File: src/rtl/gpr_pkg.sv
package gpr_pkg;
  parameter int unsigned LANE_W    = 8;
  parameter int unsigned NUM_WORDS = 4;
  localparam int unsigned WORD_W   = 2 * LANE_W;
  localparam int unsigned SEL_W    = $clog2(NUM_WORDS);
  localparam int unsigned IDX_W    = SEL_W + 1;

  typedef enum logic {
    SZ_BYTE = 1'b0,
    SZ_WORD = 1'b1
  } access_size_e;
endpackage

File: src/rtl/gpr_wr_decode.sv
module gpr_wr_decode #(
  parameter int unsigned NUM_WORDS = gpr_pkg::NUM_WORDS,
  parameter int unsigned IDX_W     = gpr_pkg::IDX_W
) (
  input  logic                 wr_en,
  input  logic                 wr_wide,
  input  logic [IDX_W-1:0]     wr_idx,
  output logic [NUM_WORDS-1:0] hi_we,
  output logic [NUM_WORDS-1:0] lo_we
);
  localparam int unsigned SEL_W = IDX_W - 1;

  logic [SEL_W-1:0] word_sel;
  logic             upper_half;
  logic             full_word;

  assign word_sel   = wr_idx[SEL_W-1:0];
  assign upper_half = wr_idx[IDX_W-1];
  assign full_word  = (gpr_pkg::access_size_e'(wr_wide) == gpr_pkg::SZ_WORD);

  for (genvar w = 0; w < NUM_WORDS; w++) begin : g_dec
    logic hit;
    assign hit      = wr_en && (word_sel == SEL_W'(w));
    assign hi_we[w] = hit && (full_word || upper_half);
    assign lo_we[w] = hit && (full_word || !upper_half);
  end
endmodule

File: src/rtl/gpr_lane_reg.sv
module gpr_lane_reg #(
  parameter int unsigned LANE_W = gpr_pkg::LANE_W
) (
  input  logic              clk,
  input  logic              rst_n,
  input  logic              we,
  input  logic [LANE_W-1:0] d,
  output logic [LANE_W-1:0] q
);
  always_ff @(posedge clk or negedge rst_n) begin
    if (!rst_n)  q <= '0;
    else if (we) q <= d;
  end
endmodule

File: src/rtl/gpr_read_port.sv
module gpr_read_port #(
  parameter int unsigned LANE_W    = gpr_pkg::LANE_W,
  parameter int unsigned NUM_WORDS = gpr_pkg::NUM_WORDS,
  parameter int unsigned IDX_W     = gpr_pkg::IDX_W
) (
  input  logic                                clk,
  input  logic                                rst_n,
  input  logic [NUM_WORDS-1:0][LANE_W-1:0]    hi_q,
  input  logic [NUM_WORDS-1:0][LANE_W-1:0]    lo_q,
  input  logic                                wide,
  input  logic [IDX_W-1:0]                    idx,
  output logic [2*LANE_W-1:0]                 data
);
  localparam int unsigned SEL_W = IDX_W - 1;

  logic [SEL_W-1:0]  sel;
  logic [LANE_W-1:0] hi_b;
  logic [LANE_W-1:0] lo_b;

  assign sel  = idx[SEL_W-1:0];
  assign hi_b = hi_q[sel];
  assign lo_b = lo_q[sel];

  always_comb begin
    if (gpr_pkg::access_size_e'(wide) == gpr_pkg::SZ_WORD)
      data = {hi_b, lo_b};
    else
      data = {{LANE_W{1'b0}}, (idx[IDX_W-1] ? hi_b : lo_b)};
  end

  // byte reads never leak into the upper lane
  a_r5_byte_zero_ext: assert property (@(posedge clk) disable iff (!rst_n)
    !wide |-> data[2*LANE_W-1:LANE_W] == '0);
  // word read is the concatenation of the two stored halves
  a_r4_word_pairs: assert property (@(posedge clk) disable iff (!rst_n)
    wide |-> data == {hi_q[sel], lo_q[sel]});
endmodule

File: src/rtl/gpr_file.sv
module gpr_file #(
  parameter int unsigned LANE_W    = gpr_pkg::LANE_W,
  parameter int unsigned NUM_WORDS = gpr_pkg::NUM_WORDS,
  parameter int unsigned IDX_W     = gpr_pkg::IDX_W
) (
  input  logic                clk,
  input  logic                rst_n,
  input  logic                wr_en,
  input  logic                wr_wide,
  input  logic [IDX_W-1:0]    wr_idx,
  input  logic [2*LANE_W-1:0] wr_data,
  input  logic                ra_wide,
  input  logic [IDX_W-1:0]    ra_idx,
  output logic [2*LANE_W-1:0] ra_data,
  input  logic                rb_wide,
  input  logic [IDX_W-1:0]    rb_idx,
  output logic [2*LANE_W-1:0] rb_data
);
  localparam int unsigned SEL_W  = IDX_W - 1;
  localparam int unsigned WORD_W = 2 * LANE_W;

  logic [NUM_WORDS-1:0]             hi_we, lo_we;
  logic [NUM_WORDS-1:0][LANE_W-1:0] hi_q, lo_q;
  logic [LANE_W-1:0]                hi_d, lo_d;

  // Byte writes carry their data in the low lane for either half
  assign lo_d = wr_data[LANE_W-1:0];
  assign hi_d = wr_wide ? wr_data[WORD_W-1:LANE_W] : wr_data[LANE_W-1:0];

  gpr_wr_decode #(.NUM_WORDS(NUM_WORDS), .IDX_W(IDX_W)) u_dec (
    .wr_en(wr_en), .wr_wide(wr_wide), .wr_idx(wr_idx),
    .hi_we(hi_we), .lo_we(lo_we)
  );

  for (genvar w = 0; w < NUM_WORDS; w++) begin : g_word
    gpr_lane_reg #(.LANE_W(LANE_W)) u_hi (
      .clk(clk), .rst_n(rst_n), .we(hi_we[w]), .d(hi_d), .q(hi_q[w])
    );
    gpr_lane_reg #(.LANE_W(LANE_W)) u_lo (
      .clk(clk), .rst_n(rst_n), .we(lo_we[w]), .d(lo_d), .q(lo_q[w])
    );
  end

  gpr_read_port #(.LANE_W(LANE_W), .NUM_WORDS(NUM_WORDS), .IDX_W(IDX_W)) u_rpa (
    .clk(clk), .rst_n(rst_n), .hi_q(hi_q), .lo_q(lo_q),
    .wide(ra_wide), .idx(ra_idx), .data(ra_data)
  );
  gpr_read_port #(.LANE_W(LANE_W), .NUM_WORDS(NUM_WORDS), .IDX_W(IDX_W)) u_rpb (
    .clk(clk), .rst_n(rst_n), .hi_q(hi_q), .lo_q(lo_q),
    .wide(rb_wide), .idx(rb_idx), .data(rb_data)
  );

  // at most one word selected per half
  a_r3_single_target: assert property (@(posedge clk) disable iff (!rst_n)
    $onehot0(hi_we) && $onehot0(lo_we));
  // word write lands whole on the next edge
  a_r2_word_lands: assert property (@(posedge clk) disable iff (!rst_n)
    wr_en && wr_wide |=>
      {hi_q[$past(wr_idx[SEL_W-1:0])], lo_q[$past(wr_idx[SEL_W-1:0])]} == $past(wr_data));
  // high-byte write leaves every low byte alone
  a_r3_keep_low: assert property (@(posedge clk) disable iff (!rst_n)
    wr_en && !wr_wide && wr_idx[IDX_W-1] |=> $stable(lo_q));
  // low-byte write leaves every high byte alone
  a_r3_keep_high: assert property (@(posedge clk) disable iff (!rst_n)
    wr_en && !wr_wide && !wr_idx[IDX_W-1] |=> $stable(hi_q));
  // disabled write changes nothing
  a_r7_idle_hold: assert property (@(posedge clk) disable iff (!rst_n)
    !wr_en |=> $stable(hi_q) && $stable(lo_q));
  // first cycle out of reset sees cleared storage
  a_r1_reset_clear: assert property (@(posedge clk) disable iff (!rst_n)
    !$past(rst_n) |-> (hi_q == '0) && (lo_q == '0));
endmodule

File: config.mk
export PLATFORM = sky130hd
export DESIGN_NAME = gpr_file
export DESIGN_NICKNAME = d
export VERILOG_FILES = /design/src/rtl/gpr_pkg.sv /design/src/rtl/gpr_wr_decode.sv /design/src/rtl/gpr_lane_reg.sv /design/src/rtl/gpr_read_port.sv /design/src/rtl/gpr_file.sv
export SDC_FILE = /design/constraint.sdc
export NUM_CORES = 1
export LEC_CHECK = 0
export BUFFER_PORTS_ARGS = -buffer_cell sky130_fd_sc_hd__clkbuf_2
export CELL_PAD_IN_SITES_DETAIL_PLACEMENT = 1
export CELL_PAD_IN_SITES_GLOBAL_PLACEMENT = 2
export CORE_ASPECT_RATIO = 0.6
export CORE_MARGIN = 2
export CORE_UTILIZATION = 42
export CTS_CLUSTER_DIAMETER = 200
export DETAILED_ROUTE_END_ITERATION = 8
export PLACE_DENSITY = 0.91
export SYNTH_ARGS = -nofsm -noshare
export SYNTH_HDL_FRONTEND = slang
export SYNTH_SLANG_ARGS = --single-unit
File: constraint.sdc
create_clock -name clk -period 3.4 [get_ports clk]
set_input_delay 0 -clock clk [delete_from_list [all_inputs] [get_ports clk]]
set_output_delay 0 -clock clk [all_outputs]
set_load 0.1 [all_outputs]
Word level (Yosys, flattened, before mapping):

Index checks and enable logic that the tools add are counted.

* flip-flop bits (word level): 64
* output and inout bits: 32

* equality and inequality tests: 3
* reductions and logical operators: 16
* magnitude comparators: 2
* muxes and demuxes: 13

Operators by type and width (number)
* $bmux 8 s2: 4
* $mux 8: 7
* $mux 16: 2
* $logic_and 1x1->1: 12
* $lt 2x3->1 const B: 2
* $eq 2x2->1 const B: 2
* $eq 2x1->1 const B: 1
* $logic_not 2->1: 1
* $logic_or 1x1->1: 2
* $logic_not 1->1: 1

Depth between registers and ports, before layout:

* word-level depth: 4
* mapped depth: 6

Hierarchy:

A second synthesis with hierarchy kept.

* cell total of the unflattened synthesis: 293
* area total of the unflattened synthesis: 4152.7 um^2

By module, submodules not included
* gpr_lane_reg: seq. area each 200.2 um^2, instances 8, area an instance 331.6 um^2, cells each 17
* gpr_read_port: seq. area each 0.0 um^2, instances 2, area an instance 650.6 um^2, cells each 67
* gpr_file: seq. area each 0.0 um^2, instances 1, area an instance 131.4 um^2, cells each 9
* gpr_wr_decode: seq. area each 0.0 um^2, instances 1, area an instance 67.6 um^2, cells each 14

Least setup slack after synthesis:

OpenSTA, ideal clock, no wires.

* path kind: input to output
* start: input ra_idx[0]
* end: output ra_data[7]
* data arrival time: 2363 ps
* setup slack: 1037 ps
* buffers on the path: 2
* data required time: 3400 ps
* stages on the path: 4
* cell sequence: buf_2 > buf_2 > mux2_2 > o221ai_1

* word-level cells in the longest chain between the ends: 4
* elaborated cells on any way between the ends: 6
* classes of those cells: mux (6)

RTL lines
* start, declared: line gpr_file.sv:13 `input logic [IDX_W-1:0] ra_idx,`
* $bmux 8 s2 (on tied branches): line gpr_read_port.sv:22, gpr_read_port.sv:21
* $mux 8 (on tied branches): line gpr_read_port.sv:22, gpr_read_port.sv:21
* $mux 8: line gpr_read_port.sv:28 `data = {{LANE_W{1'b0}}, (idx[IDX_W-1] ? hi_b : lo_b)};`
* $mux 16 (*): line gpr_read_port.sv:25 `if (gpr_pkg::access_size_e'(wide) == gpr_pkg::SZ_WORD)`
* end, declared: line gpr_file.sv:14 `output logic [2*LANE_W-1:0] ra_data,`

Mark *: on every way between the ends. The rest lies on a longest branch, timed or not. The select of a mux whose other input is x is not followed.

Worst setup path after layout:

* start: input ra_wide
* end: output ra_data[7]

* word-level cells in the longest chain between the ends: 1

RTL lines
* start, declared: line gpr_file.sv:12 `input logic ra_wide,`
* $mux 16: line gpr_read_port.sv:25

Every way passes these cells.

==> run_results.csv <==
group,metric,value,unit
outcome,status,"finished clean",
critical_path,cp_max_fo,17,
sta,period_share,61.91,%
power,power_density,719.0,nW/um2
placement,dp.cells,444,
critical_path,r2r_start,"g_word[1].u_hi.q[2]",
routing,vias,2749,
sta,fin_skew,0,ns
global_routing,grt_pass1_vias,2951,
critical_path,start_kind,"input port",
die,die_h,77.72,um
final_layout,nFillCells,885,
routing,drcViolationCount,0,
die,rows,26,
routing,ant_nets,0,
job,drv_cap,0,
sta,max_slew_margin,33.85,%
sta,max_clock_freq,475.1,MHz
routing,first_pass_iters,4,
placement,dp_hpwl,7.875,mm
final_layout,final_common_cell,"mux2_2",
synthesis,yosys.area_share.adder,0,%
cts,insertion_delay,0.34,ns
final_layout,multi_input_area,2062,um2
sta,worstMarginPinSlew,0.9923,ns
global_routing,grt_start_max_net_pins,38,
synthesis,synth_compound_area_share,4.079,%
routing,wl,11.01,mm
cts,post_cts.repair.setup_buffers,0,
cts,clock-sinks,64,
synthesis,ys_types,27,
synthesis,syn-cell-area,3804,um2
synthesis,yosysTopAreaCell,"dfrtp_1",
synthesis,avgSynthCellArea,13.21,um2
critical_path,reg2reg_depth,1,
die,ioPinCount,63,
die,design.core.area,8653,um2
critical_path,timing.rr.end,"g_word[1].u_hi.q[2]",
sta,fin_crit,2.105,ns
synthesis,postSynthCellCount,288,
critical_path,path_class,"input port to primary output",
critical_path,startpoint,"ra_wide",
sta,slew_viol_final,0,
power,power.leakage,2.017,nW
synthesis,yosysSeqAreaShare,42.11,%
final_layout,layout.cells.non_filler,467,
sta,whs,0.01563,ns
worst_hold_path,hold_start,"wr_data[4]",
critical_path,cpPeakStageDelay,0.60,ns
critical_path,critPathSlowestCell,"nand2b_1",
final_layout,regArea,1602,um2
synthesis,synth_top_family_by_area,"multiplexers",
placement,gp_congestion,0.8251,
global_routing,grt_pass1_wl,17.35,mm
worst_hold_path,whs_endpoint,"g_word[1].u_lo.q[4]",
final_layout,final_cell_mix,"mux2_2 (85), dfrtp_1 (64), clkbuf_2 (62)",
placement,port_buffers,62,
critical_path,worstPathRequired,3.40,ns
worst_hold_path,min_path_type,"input port to flop",
cts,cts_buffer_depth,2,
critical_path,cp.arrival,2.10,ns
final_layout,nets,382,
sta,layout_setup_ws,1.295,ns
global_routing,antenna_found_initial,0,
cts,cts_tree,"built",
sta,setup_tns,0,ns
sta,rsz0062_at_grt,"no",
cts,h-tree-depth,3,
die,dieArea,9859,um2
routing,drt-initial-drc-count,180,
placement,dp_slack,1.371,ns
final_layout,drive_gt1_share,52.68,%
synthesis,synth_mux_area_share,41.68,%
synthesis,synth_area_leaders,"dfrtp_1 (42%), mux2_2 (25%), mux2i_1 (6.8%), mux4_2 (6.5%), o221ai_1 (3.7%)",
die,die_w,126.9,um
sta,setup_viol,0,
power,peakVddDrop,0.0003379,V
synthesis,yosys.area.top_type_share,42.11,%
cts,cts_buffers,9,
synthesis,ys_seq_elements,64,
critical_path,path_cells,"clkbuf_2 -> nand2b_1 -> nand2b_1 -> o221ai_1 -> clkbuf_2",
synthesis,synth_nets,319,
global_routing,grt_overflow,0,
worst_hold_path,hold_depth,2,
final_layout,antenna_cells,0,
synthesis,synthSimpleGateAreaFrac,8.454,%
routing,drt-wirelength-per-cell,23.58,um
global_routing,grt_util_all_layers,23.91,%
sta,hold_viol_final,0,
routing,viasPerCell,5.887,
cts,cts_root_buffer,"clkbuf_16",
cts,clk_pin_slew,0.05,ns
critical_path,rrSetupSlack,2.60,ns
synthesis,synth_warnings,0,
synthesis,synth_xor_area_share,0,%
critical_path,worst_setup_path_end_kind,"primary output",
final_layout,area_growth,18.59,%
die,start_util,43.96,%
synthesized netlist by cell type:
library cell and n:
mux4_2 11, clkbuf_2 1, and2_1 11, nor4b_4 1
dfrtp_1 64, inv_1 11, buf_6 1, mux2_2 85
nor2b_4 1, nor3b_2 1, nand3_1 16, buf_4 3
buf_2 6, nand2b_1 4, buf_1 1, nor2_2 3
nor3_2 1, nand2_1 1, nor3_4 1, mux2i_1 26
o2111ai_2 1, clkbuf_1 7, nor2b_1 5, o221ai_1 16
mux2_4 8, or4b_1 1, nand3b_1 1
how the worst max path moves through the flow:
| stage | end | slack, ns | cells after the start |
|---|---|---|---|
| after CTS | ra_data[7] | 1.36 | 5 |
| final | ra_data[7] | 1.30 | 5 |
| after global routing | rb_data[4] | 1.17 | 5 |
| after global placement | ra_data[1] | 1.40 | 5 |
| after floorplan | ra_data[7] | 1.04 | 4 |
| after detailed placement | ra_data[7] | 1.37 | 5 |
registers in the layout, indices dropped and copies added (netlist names):
| signal | cells |
|---|---|
| g_word.u_hi.q | 32 |
| g_word.u_lo.q | 32 |
kinds of logic after synthesis:
group | Yosys count
multiplexers | 130
flip-flops | 64
AND/OR/NAND/NOR | 47
buffers and inverters | 30
AO/OA/AOI/OAI | 17
power by group:
| group | total [W] | leakage [nW] | switching, W | internal (W) |
|---|---|---|---|---|
| clock | 0.000853 | 0.130 | 0.000323 | 0.000530 |
| sequential | 0.00108 | 0.761 | 0.000144 | 0.000938 |
| combinational | 0.00131 | 1.13 | 0.000898 | 0.000411 |
final cells by class:
cell class	count	share of cell area (%)
clock buffer	15	5.936
inverter	11	0.9154
multi-input combinational	194	45.71
sequential	64	35.51
tap	112	3.107
timing repair buffer	71	8.821
repair_timing:
action	CTS	global route
hold endpoints to repair	63	0
hold buffers	8	0
gates resized for setup	0	0
routing by layer:
metal / global-route usage (%) / wire (um) / up-vias
met4: 5.055 / 143 / 0
met5: 0 / 0 / -
met1: 33.39 / 4968 / 1412
met2: 36.77 / 5075 / 112
li1: - / - / 1213
met3: 7.517 / 826 / 12
critical path, delay by kind of cell:
kind	cells	cell delay (ns)
simple gates	2	1.01
buf+inv	2	0.72
compound gates	1	0.37
through the flow:
| stage | area [um2] | util, % | total power (W) |
|---|---|---|---|
| final | 4511 | 52.13 | 0.003243 |
| after global routing | 4511 | 52.13 | 0.003385 |
| after CTS | 4511 | 52.13 | 0.003267 |
| after detailed placement | 4163 | 48.11 | 0.002391 |
| after global placement | 4163 | 48.11 | 0.002349 |
| after floorplan | 3804 | - | 0.002110 |
No activity file was read; power rests on OpenSTA's default activity.
